**config.mk**
```make
export PLATFORM = sky130hd
export DESIGN_NAME = lfsr_gen
export DESIGN_NICKNAME = d
export VERILOG_FILES = /design/src/rtl/lfsr_pkg.sv /design/src/rtl/lfsr_feedback.sv /design/src/rtl/lfsr_step.sv /design/src/rtl/lfsr_gen.sv
export SDC_FILE = /design/constraint.sdc
export NUM_CORES = 1
export LEC_CHECK = 0
export ABC_AREA = 1
export CORE_AREA = 2 2 39 41
export CTS_CLUSTER_DIAMETER = 100
export DETAILED_ROUTE_END_ITERATION = 6
export DIE_AREA = 0 0 41 43
export GPL_TIMING_DRIVEN = 0
export PLACE_DENSITY_LB_ADDON = 0.15
export SLEW_MARGIN = 0
export SYNTH_ARGS = -nofsm -noshare
export SYNTH_HDL_FRONTEND = slang
export SYNTH_SLANG_ARGS = --single-unit
```
**constraint.sdc**
```tcl
create_clock -name clk -period 1.5 [get_ports clk]
set_clock_uncertainty 0.15 [all_clocks]
set_input_delay 0.225 -clock clk [delete_from_list [all_inputs] [get_ports clk]]
set_output_delay 0.225 -clock clk [all_outputs]
set_load 0.05 [all_outputs]
```
**src/rtl/lfsr_pkg.sv**
```systemverilog
package lfsr_pkg;

    localparam int          DEF_WIDTH = 5;
    localparam logic [4:0]  DEF_TAPS  = 5'b00101;
    localparam logic [4:0]  DEF_SEED  = 5'b00001;

    // What the register does on the next edge
    typedef enum logic [1:0] {
        STEP_HOLD  = 2'd0,
        STEP_LOAD  = 2'd1,
        STEP_SHIFT = 2'd2
    } step_e;

    // Reset outranks the enable
    function automatic step_e step_select(input logic rst, input logic en);
        if (rst)
            return STEP_LOAD;
        else if (en)
            return STEP_SHIFT;
        else
            return STEP_HOLD;
    endfunction

endpackage

```
**src/rtl/lfsr_feedback.sv**
```systemverilog
module lfsr_feedback #(
    parameter int             W        = 5,
    parameter logic [W-1:0]   TAP_MASK = 5'b00101
) (
    input  logic [W-1:0] cur,
    output logic         fb
);
    // Running GF(2) sum; a zero coefficient reduces a stage to a pass-through
    logic [W:0] acc;

    assign acc[0] = 1'b0;

    genvar i;
    generate
        for (i = 0; i < W; i++) begin : g_tap
            assign acc[i+1] = acc[i] ^ (cur[i] & TAP_MASK[i]);
        end
    endgenerate

    assign fb = acc[W];
endmodule

```
**src/rtl/lfsr_step.sv**
```systemverilog
module lfsr_step
    import lfsr_pkg::*;
#(
    parameter int             W    = 5,
    parameter logic [W-1:0]   SEED = 5'b00001
) (
    input  step_e        op,
    input  logic [W-1:0] cur,
    input  logic         fb,
    output logic [W-1:0] nxt
);
    always_comb begin
        unique case (op)
            STEP_LOAD:  nxt = SEED;
            STEP_SHIFT: nxt = {fb, cur[W-1:1]};
            default:    nxt = cur;
        endcase
    end
endmodule

```
**src/rtl/lfsr_gen.sv**
```systemverilog
module lfsr_gen
    import lfsr_pkg::*;
#(
    parameter int             W        = DEF_WIDTH,
    parameter logic [W-1:0]   TAP_MASK = DEF_TAPS,
    parameter logic [W-1:0]   SEED     = DEF_SEED
) (
    input  logic         clk,
    input  logic         rst,
    input  logic         en,
    output logic         out_bit,
    output logic [W-1:0] state
);
    logic [W-1:0] reg_q;
    logic [W-1:0] reg_d;
    logic         fb;
    step_e        op;

    assign op = step_select(rst, en);

    lfsr_feedback #(.W(W), .TAP_MASK(TAP_MASK)) u_fb (
        .cur (reg_q),
        .fb  (fb)
    );

    lfsr_step #(.W(W), .SEED(SEED)) u_step (
        .op  (op),
        .cur (reg_q),
        .fb  (fb),
        .nxt (reg_d)
    );

    always_ff @(posedge clk) begin
        reg_q <= reg_d;
    end

    assign state   = reg_q;
    assign out_bit = reg_q[0];
endmodule

```
Word level (Yosys, flattened, before mapping)
Index checks and enable logic that the tools add are counted.
- register bits: 5
- word-level logic and storage cells: 8
- bits of input ports: 3
- output and inout bits: 6
- bitwise operators: 1
- reductions and logical operators: 1
- multiplexer cells: 3
- equal/unequal tests: 2
- operator list (cell ; number):
    $pmux W5 S2 ; 1
    $mux W2 ; 2
    $eq A2 B1 Y1 const B ; 1
    $eq A2 B2 Y1 const B ; 1
    $reduce_bool A2 Y1 ; 1
    $xor A1 B1 Y1 ; 1

Longest topological paths before layout
Gate-level depths: netlist of run 1.
- depth in word-level cells: 4
- mapped depth: 4
- gate-level depth less buffers: 4

Hierarchy
A second synthesis of run 1 with hierarchy kept.
- cells, all modules: 37
- area total of the unflattened synthesis: 252.7 um2
- modules (own cells, without submodules) (module ; cells an instance ; sequential area each (um2) ; instances ; area each (um2)):
    lfsr_gen ; 8 ; 100.1 ; 1 ; 117.6
    lfsr_step ; 24 ; 0.0 ; 1 ; 116.4
    lfsr_feedback ; 5 ; 0.0 ; 1 ; 18.8

Least setup slack after synthesis of run 1
OpenSTA, ideal clock, no wires.
- kind: flip-flop to output port
- start point: register reg_q[0] (netlist: state[0])
- end point: output state[0]
- path slack: 0.186 ns
- arrival: 0.939 ns
- data required time: 1.125 ns
- buffers on the path: 1
- stages on the path, launching flop included: 2
- path through: edfxtp_1 buf_4
- RTL lines (what ; RTL line ; source):
    start, declared ; lfsr_gen.sv:14 ; logic [W-1:0] reg_q;
    start signal, assigned ; lfsr_gen.sv:34 ; reg_q <= reg_d;
    end, declared ; lfsr_gen.sv:12 ; output logic [W-1:0] state
No word-level cell between the ends.

Worst setup path after layout of run 1
- start point: register reg_q[1] (netlist: state[1])
- end point: output state[1]
No word-level cell between the ends.

==> summary.txt, run 1 <==
Floorplan
  • Starting Density: 0.1600
  • Total die area: 0.001763 mm²
  • Rows: 14
  • Core Area: 0.001384 mm²
  • Chip Width: 41 µm
  • I/O pin cnt: 9
  • Die Ht: 43 µm

Detailed routing
  • Average wire per standard cell: 7.735 µm
  • 1st-pass router iterations: 2
  • Detail Route Antenna Nets: 0
  • Routed WL: 379 µm
  • DR iter-0 viols: 1
  • Vias: 164
  • Number of vias per cell: 3.347
  • Drc violations: 0

Clock tree
  • H-Tree Depth: 1
  • CTS Buf Count: 3
  • Clk Tree Root Cell: clkbuf_4
  • Sinks on Clock Net: 5
  • Clock transition at path regs: 40 ps
  • Clock latency on the worst-skew pair: 240 ps
  • CTS tree: done
  • Postcts setup bufs: 0
  • CTS Buffer Depth: 2

Power and ir drop
  • Sequential Power Share: 0.429
  • Switching Power: 110.3 µW
  • Worst vdd ir: 316.5 µV
  • Pleak: 0.0001507 µW
  • Share of total power in the clock network: 0.391
  • Power Internal: 285.4 µW
  • Design Power: 395.8 µW
  • Pwr/cell area: 1194 mW/mm²
  • Comb power frac: 0.180
  • Sw frac: 0.2788

STA
  • Least-Margin Pin Slew: 478.2 ps
  • Setup TNS: 0 ps
  • Hold Fails Final Rpt: 0
  • Final setup fails: 0
  • Fin crit share: 0.9660
  • Fmax: 690.1 MHz
  • RSZ-0062 raised after global routing: no
  • Final Critical Period: 1449 ps
  • Worst Hold Margin: 391.5 ps
  • Slew Limit Fails: 0
  • Rel. slew slack: 0.6824

Yosys
  • Cell variety after synth: 7
  • Synth warn: 0
  • Mapped Nets: 24
  • Post-Syn Instances: 21
  • Mapped Area: 221.5 µm²
  • Sequential area share after synthesis: 0.6780
  • Syn avg cell area: 10.55 µm²
  • Synth area leaders: edfxtp_1, inv_1, nor2_1
  • Area share of the largest cell type after synthesis: 0.6780
  • Flops & latches, synth: 5
  • Post-synth top area cell: edfxtp_1

Placement
  • RD Place Congestion: 0.6628
  • Port bufs: 8

Final layout
  • Area Growth Syn to Fin: 49.72%
  • Max reg flops: 5
  • Layout cell share with drive strength beyond 1: 0.3030
  • Nets: 37
  • N_diodes: 0

Critical path
  • Crit path max-delay family: buffers and inverters
  • Worst path slowest cell: clkdlybuf4s15_1
  • Crit path capture type: output port
  • FF-to-FF setup slack: 460 ps
  • Crit path kind: register to output port
  • CP Buf/Inv Count: 1
  • WP depth: 1
  • Worst-path maximum fanout: 2
  • Slowest Stage Delay on Critical Path: 460 ps
  • Reg-to-Reg End: state[4]
  • FF-to-FF path depth: 4
  • CP Data Required Time: 1120 ps
  • CP Cell Sequence: clkdlybuf4s15_1
  • CP Launch Type: register
  • WP data arrival: 1070 ps
  • RR Startpoint: state[2]

Hold path
  • Hold Crit Endpoint: state[0]
  • Hold crit path type: register to register
  • Hold path start: state[1]
  • Cell count of the worst hold path: 1

GRT
  • GRT overflow: 0
  • Largest net degree at the start of global routing: 6
  • First-pass GRT wire length: 634 µm
  • Vias in the first global route: 161
  • Initial antenna violation count: 0
  • GRT Total Usage: 0.06263

Outcome
  • Status: complete, no violations

Flow run
  • MaxCap Viol Count: 0
synthesized netlist by cell type, drive strengths merged:
| library cell | instances |
|---|---|
| inv | 5 |
| nand2 | 4 |
| nor2 | 4 |
| or2 | 2 |
| buf | 1 |
| edfxtp | 5 |
layout make-up:
class                      count  area [µm²]
timing repair buffer           8       63.81
buffer                         1       7.507
fill                         154        1052
tap                           16       20.02
inverter                       5       18.77
clock buffer                   4       26.28
multi-input combinational     10       45.04
sequential                     5       150.1
per-stage QoR:
stage / std cells / setup slack (ps) / utilization / area (µm²)
global placement: 45 / -146.4 / 0.2324 / 321.6
global route: 49 / 5.007 / 0.2396 / 331.6
CTS: 49 / 1.482 / 0.2486 / 344.1
floorplan: 21 / 185.6 / - / 221.5
detailed placement: 45 / -152.5 / 0.2324 / 321.6
finish: 49 / 51.00 / 0.2396 / 331.6
worst max path at each step:
stage	from	slack, ps	to
detailed placement	state[0]	-150	state[0]
floorplan	state[0]	190	state[0]
global route	state[1]	5	state[1]
global placement	state[0]	-150	state[0]
finish	state[1]	50	state[1]
CTS	state[1]	1	state[1]
power by group through the flow:
stage	logic (µW)	clock network (µW)	registers [µW]
detailed placement	79.1	0	173
floorplan	19.6	0	203
global route	75.6	172	172
global placement	78.7	0	172
CTS	74.0	164	170
finish	71.2	155	170
cell usage in the layout, fill, tap and decap left out, types with 2 or more instances in the layout:
master           Yosys  routed
inv_1                5       5
clkbuf_4             0       3
or2_1                2       2
buf_4                1       2
edfxtp_1             5       5
nor2_1               4       4
clkdlybuf4s50_1      0       2
clkbuf_2             0       3
nand2_1              3       3
cell families after synthesis:
family | share of synthesized area
AND/OR/NAND/NOR | 0.2034
buffers and inverters | 0.1187
flip-flops | 0.6779
layer usage:
metal,GRT usage,up-vias,share of wire,wire length [µm]
li1,-,85,-,-
met1,0.06230,71,0.43,163
met2,0.06875,6,0.46,176
met3,0.03141,2,0.079,30
met4,0.1000,0,0.021,8
met5,0,-,0,0
repair_timing:
action | CTS | global route
resized for setup | 11 | 5
hold buffers | 0 | 0
setup endpoints to repair | 6 | 4
Note: power is estimated with default switching activity, not from simulation.
==> run 2: changes to the inputs <==
--- a/config.mk
+++ b/config.mk
@@ -7,6 +7,7 @@
 export LEC_CHECK = 0
 export ABC_AREA = 1
 export CORE_AREA = 2 2 39 41
+export CTS_BUF_LIST = sky130_fd_sc_hd__clkbuf_8
 export CTS_CLUSTER_DIAMETER = 100
 export DETAILED_ROUTE_END_ITERATION = 6
 export DIE_AREA = 0 0 41 43
==> run 2 against run 1 <==
  * Setup slack worse by 6.0 ps
  * Routed wire length is 4.0% higher
  * Count of clock-buffer cells in the layout is 1 lower
  * Die area stayed put
  * Worst hold slack worse by 5.9 ps
  * Non-clock buffer count stayed put
  * Register-to-register slack hardly changed
  * Critical path type unchanged
  * Largest cell class unchanged
==> summary.txt, run 2 (same netlist as run 1, synthesis figures left out) <==
Outcome
  • Status: complete, no violations

Clock tree
  • Clk Tree Root Cell: clkbuf_8
  • H-Tree Depth: 1
  • Clock transition at path regs: 30 ps
  • CTS Buf Count: 3
  • CTS Buffer Depth: 2
  • CTS tree: done
  • Sinks on Clock Net: 5
  • Clock latency on the worst-skew pair: 220 ps

Detailed routing
  • Number of vias per cell: 3.367
  • Average wire per standard cell: 8.041 µm
  • Detail Route Antenna Nets: 0
  • DR iter-0 viols: 0
  • Drc violations: 0
  • 1st-pass router iterations: 1
  • Vias: 165
  • Routed WL: 394 µm

Final layout
  • Max reg flops: 5
  • Layout cell share with drive strength beyond 1: 0.2121
  • Filler cell count: 148
  • Most common cell after layout, fill and taps aside: inv_1
  • Most frequent cells in the layout: inv_1, edfxtp_1, nor2_1
  • Layout Cells excl Fill: 49
  • Final instance area: 357.8 µm²
  • Nets: 37
  • Area Growth Syn to Fin: 61.58%
  • Fin util: 0.2586
  • N_diodes: 0

STA
  • Rel. slew slack: 0.6795
  • RSZ-0062 raised after global routing: no
  • Fin crit share: 0.9700
  • Fmax: 687.3 MHz
  • Least-Margin Pin Slew: 482.7 ps
  • Slew Limit Fails: 0
  • Final Critical Period: 1455 ps
  • Hold Fails Final Rpt: 0
  • Final setup fails: 0
  • Worst Hold Margin: 385.5 ps

Placement
  • RD Place Congestion: 0.6628
  • Placed Cells incl. Taps: 45
  • Post-DP Area: 321.6 µm²
  • Port bufs: 8

GRT
  • Vias in the first global route: 162
  • First-pass GRT wire length: 655 µm
  • GRT Total Usage: 0.06667
  • Largest net degree at the start of global routing: 6
  • Initial antenna violation count: 0
  • GRT overflow: 0

Floorplan
  • Starting Density: 0.1600
  • I/O pin cnt: 9
  • Total die area: 0.001763 mm²
  • Die Ht: 43 µm
  • Core Area: 0.001384 mm²
  • Chip Width: 41 µm
  • Rows: 14

Critical path
  • Slowest Stage Delay on Critical Path: 530 ps
  • Worst-path maximum fanout: 2
  • CP Launch Type: register
  • CP Data Required Time: 1120 ps
  • CP Buf/Inv Count: 1
  • WP data arrival: 1080 ps
  • Crit path kind: register to output port
  • Crit path max-delay family: buffers and inverters
  • Crit path capture type: output port
  • Worst path slowest cell: dlygate4sd2_1
  • CP Cell Sequence: dlygate4sd2_1

Power and ir drop
  • Pwr/cell area: 1359 mW/mm²
  • Pleak: 0.0001640 µW
  • Worst vdd ir: 450.2 µV

Hold path
  • Hold crit path type: register to register

Flow run
  • MaxCap Viol Count: 0
==> run 2: cell types whose count changed in the layout (fill, tap and decap cells not counted), sizes merged <==
cell,previous run,this run
clkbuf,7,4
clkdlybuf4s15,2,3
dlygate4sd2,0,1
inv,5,6
==> run 2: cell type report <==
cell class                 instances  area [µm²]  share of cell area
sequential                         5       150.1              0.4196
timing repair buffer               8       71.32              0.1993
multi-input combinational         10       45.04              0.1259
clock buffer                       3       41.29              0.1154
tap                               16       20.02             0.05594
inverter                           5       18.77             0.05245
buffer                             1       7.507             0.02098
clock inverter                     1       3.754             0.01049
==> run 2: power breakdown <==
group	total (µW)	internal [µW]	switching, µW
Combinational	72.6	21.6	51.0
Clock	244	176	67.9
Sequential	170	165	5.10
Total	486	362	124
==> run 2: metal layers <==
layer	track usage	share of wire
met1	0.06230	0.44
met2	0.07188	0.46
met3	0.03141	0.074
met4	0.1200	0.020
met5	0	0
==> run 2: final timing paths <==
path,startpoint,to,slack (ps),cells past startpoint
worst max-delay path,state[1],state[1],40,1
worst min-delay path,state[1],state[0],390,1
worst max register to register,state[2],state[4],460,4
worst min register to register,state[1],state[0],390,1
==> run 2: per-stage QoR <==
stage | power [µW] | setup TNS [ps] | setup WS, ps
floorplan | 223.0 | 0 | 185.6
global placement | 250.7 | -240.2 | -146.4
detailed placement | 251.7 | -273.7 | -152.5
CTS | 494.4 | 0 | 5.033
global route | 507.2 | 0 | 10.37
finish | 486.3 | 0 | 44.96
==> run 2: repair_timing <==
action	4_1_cts	5_1_grt
resized for setup	8	4
buffers inserted	0	0
gates cloned	0	0
hold buffers	0	0
endpoints found under the setup margin	6	4
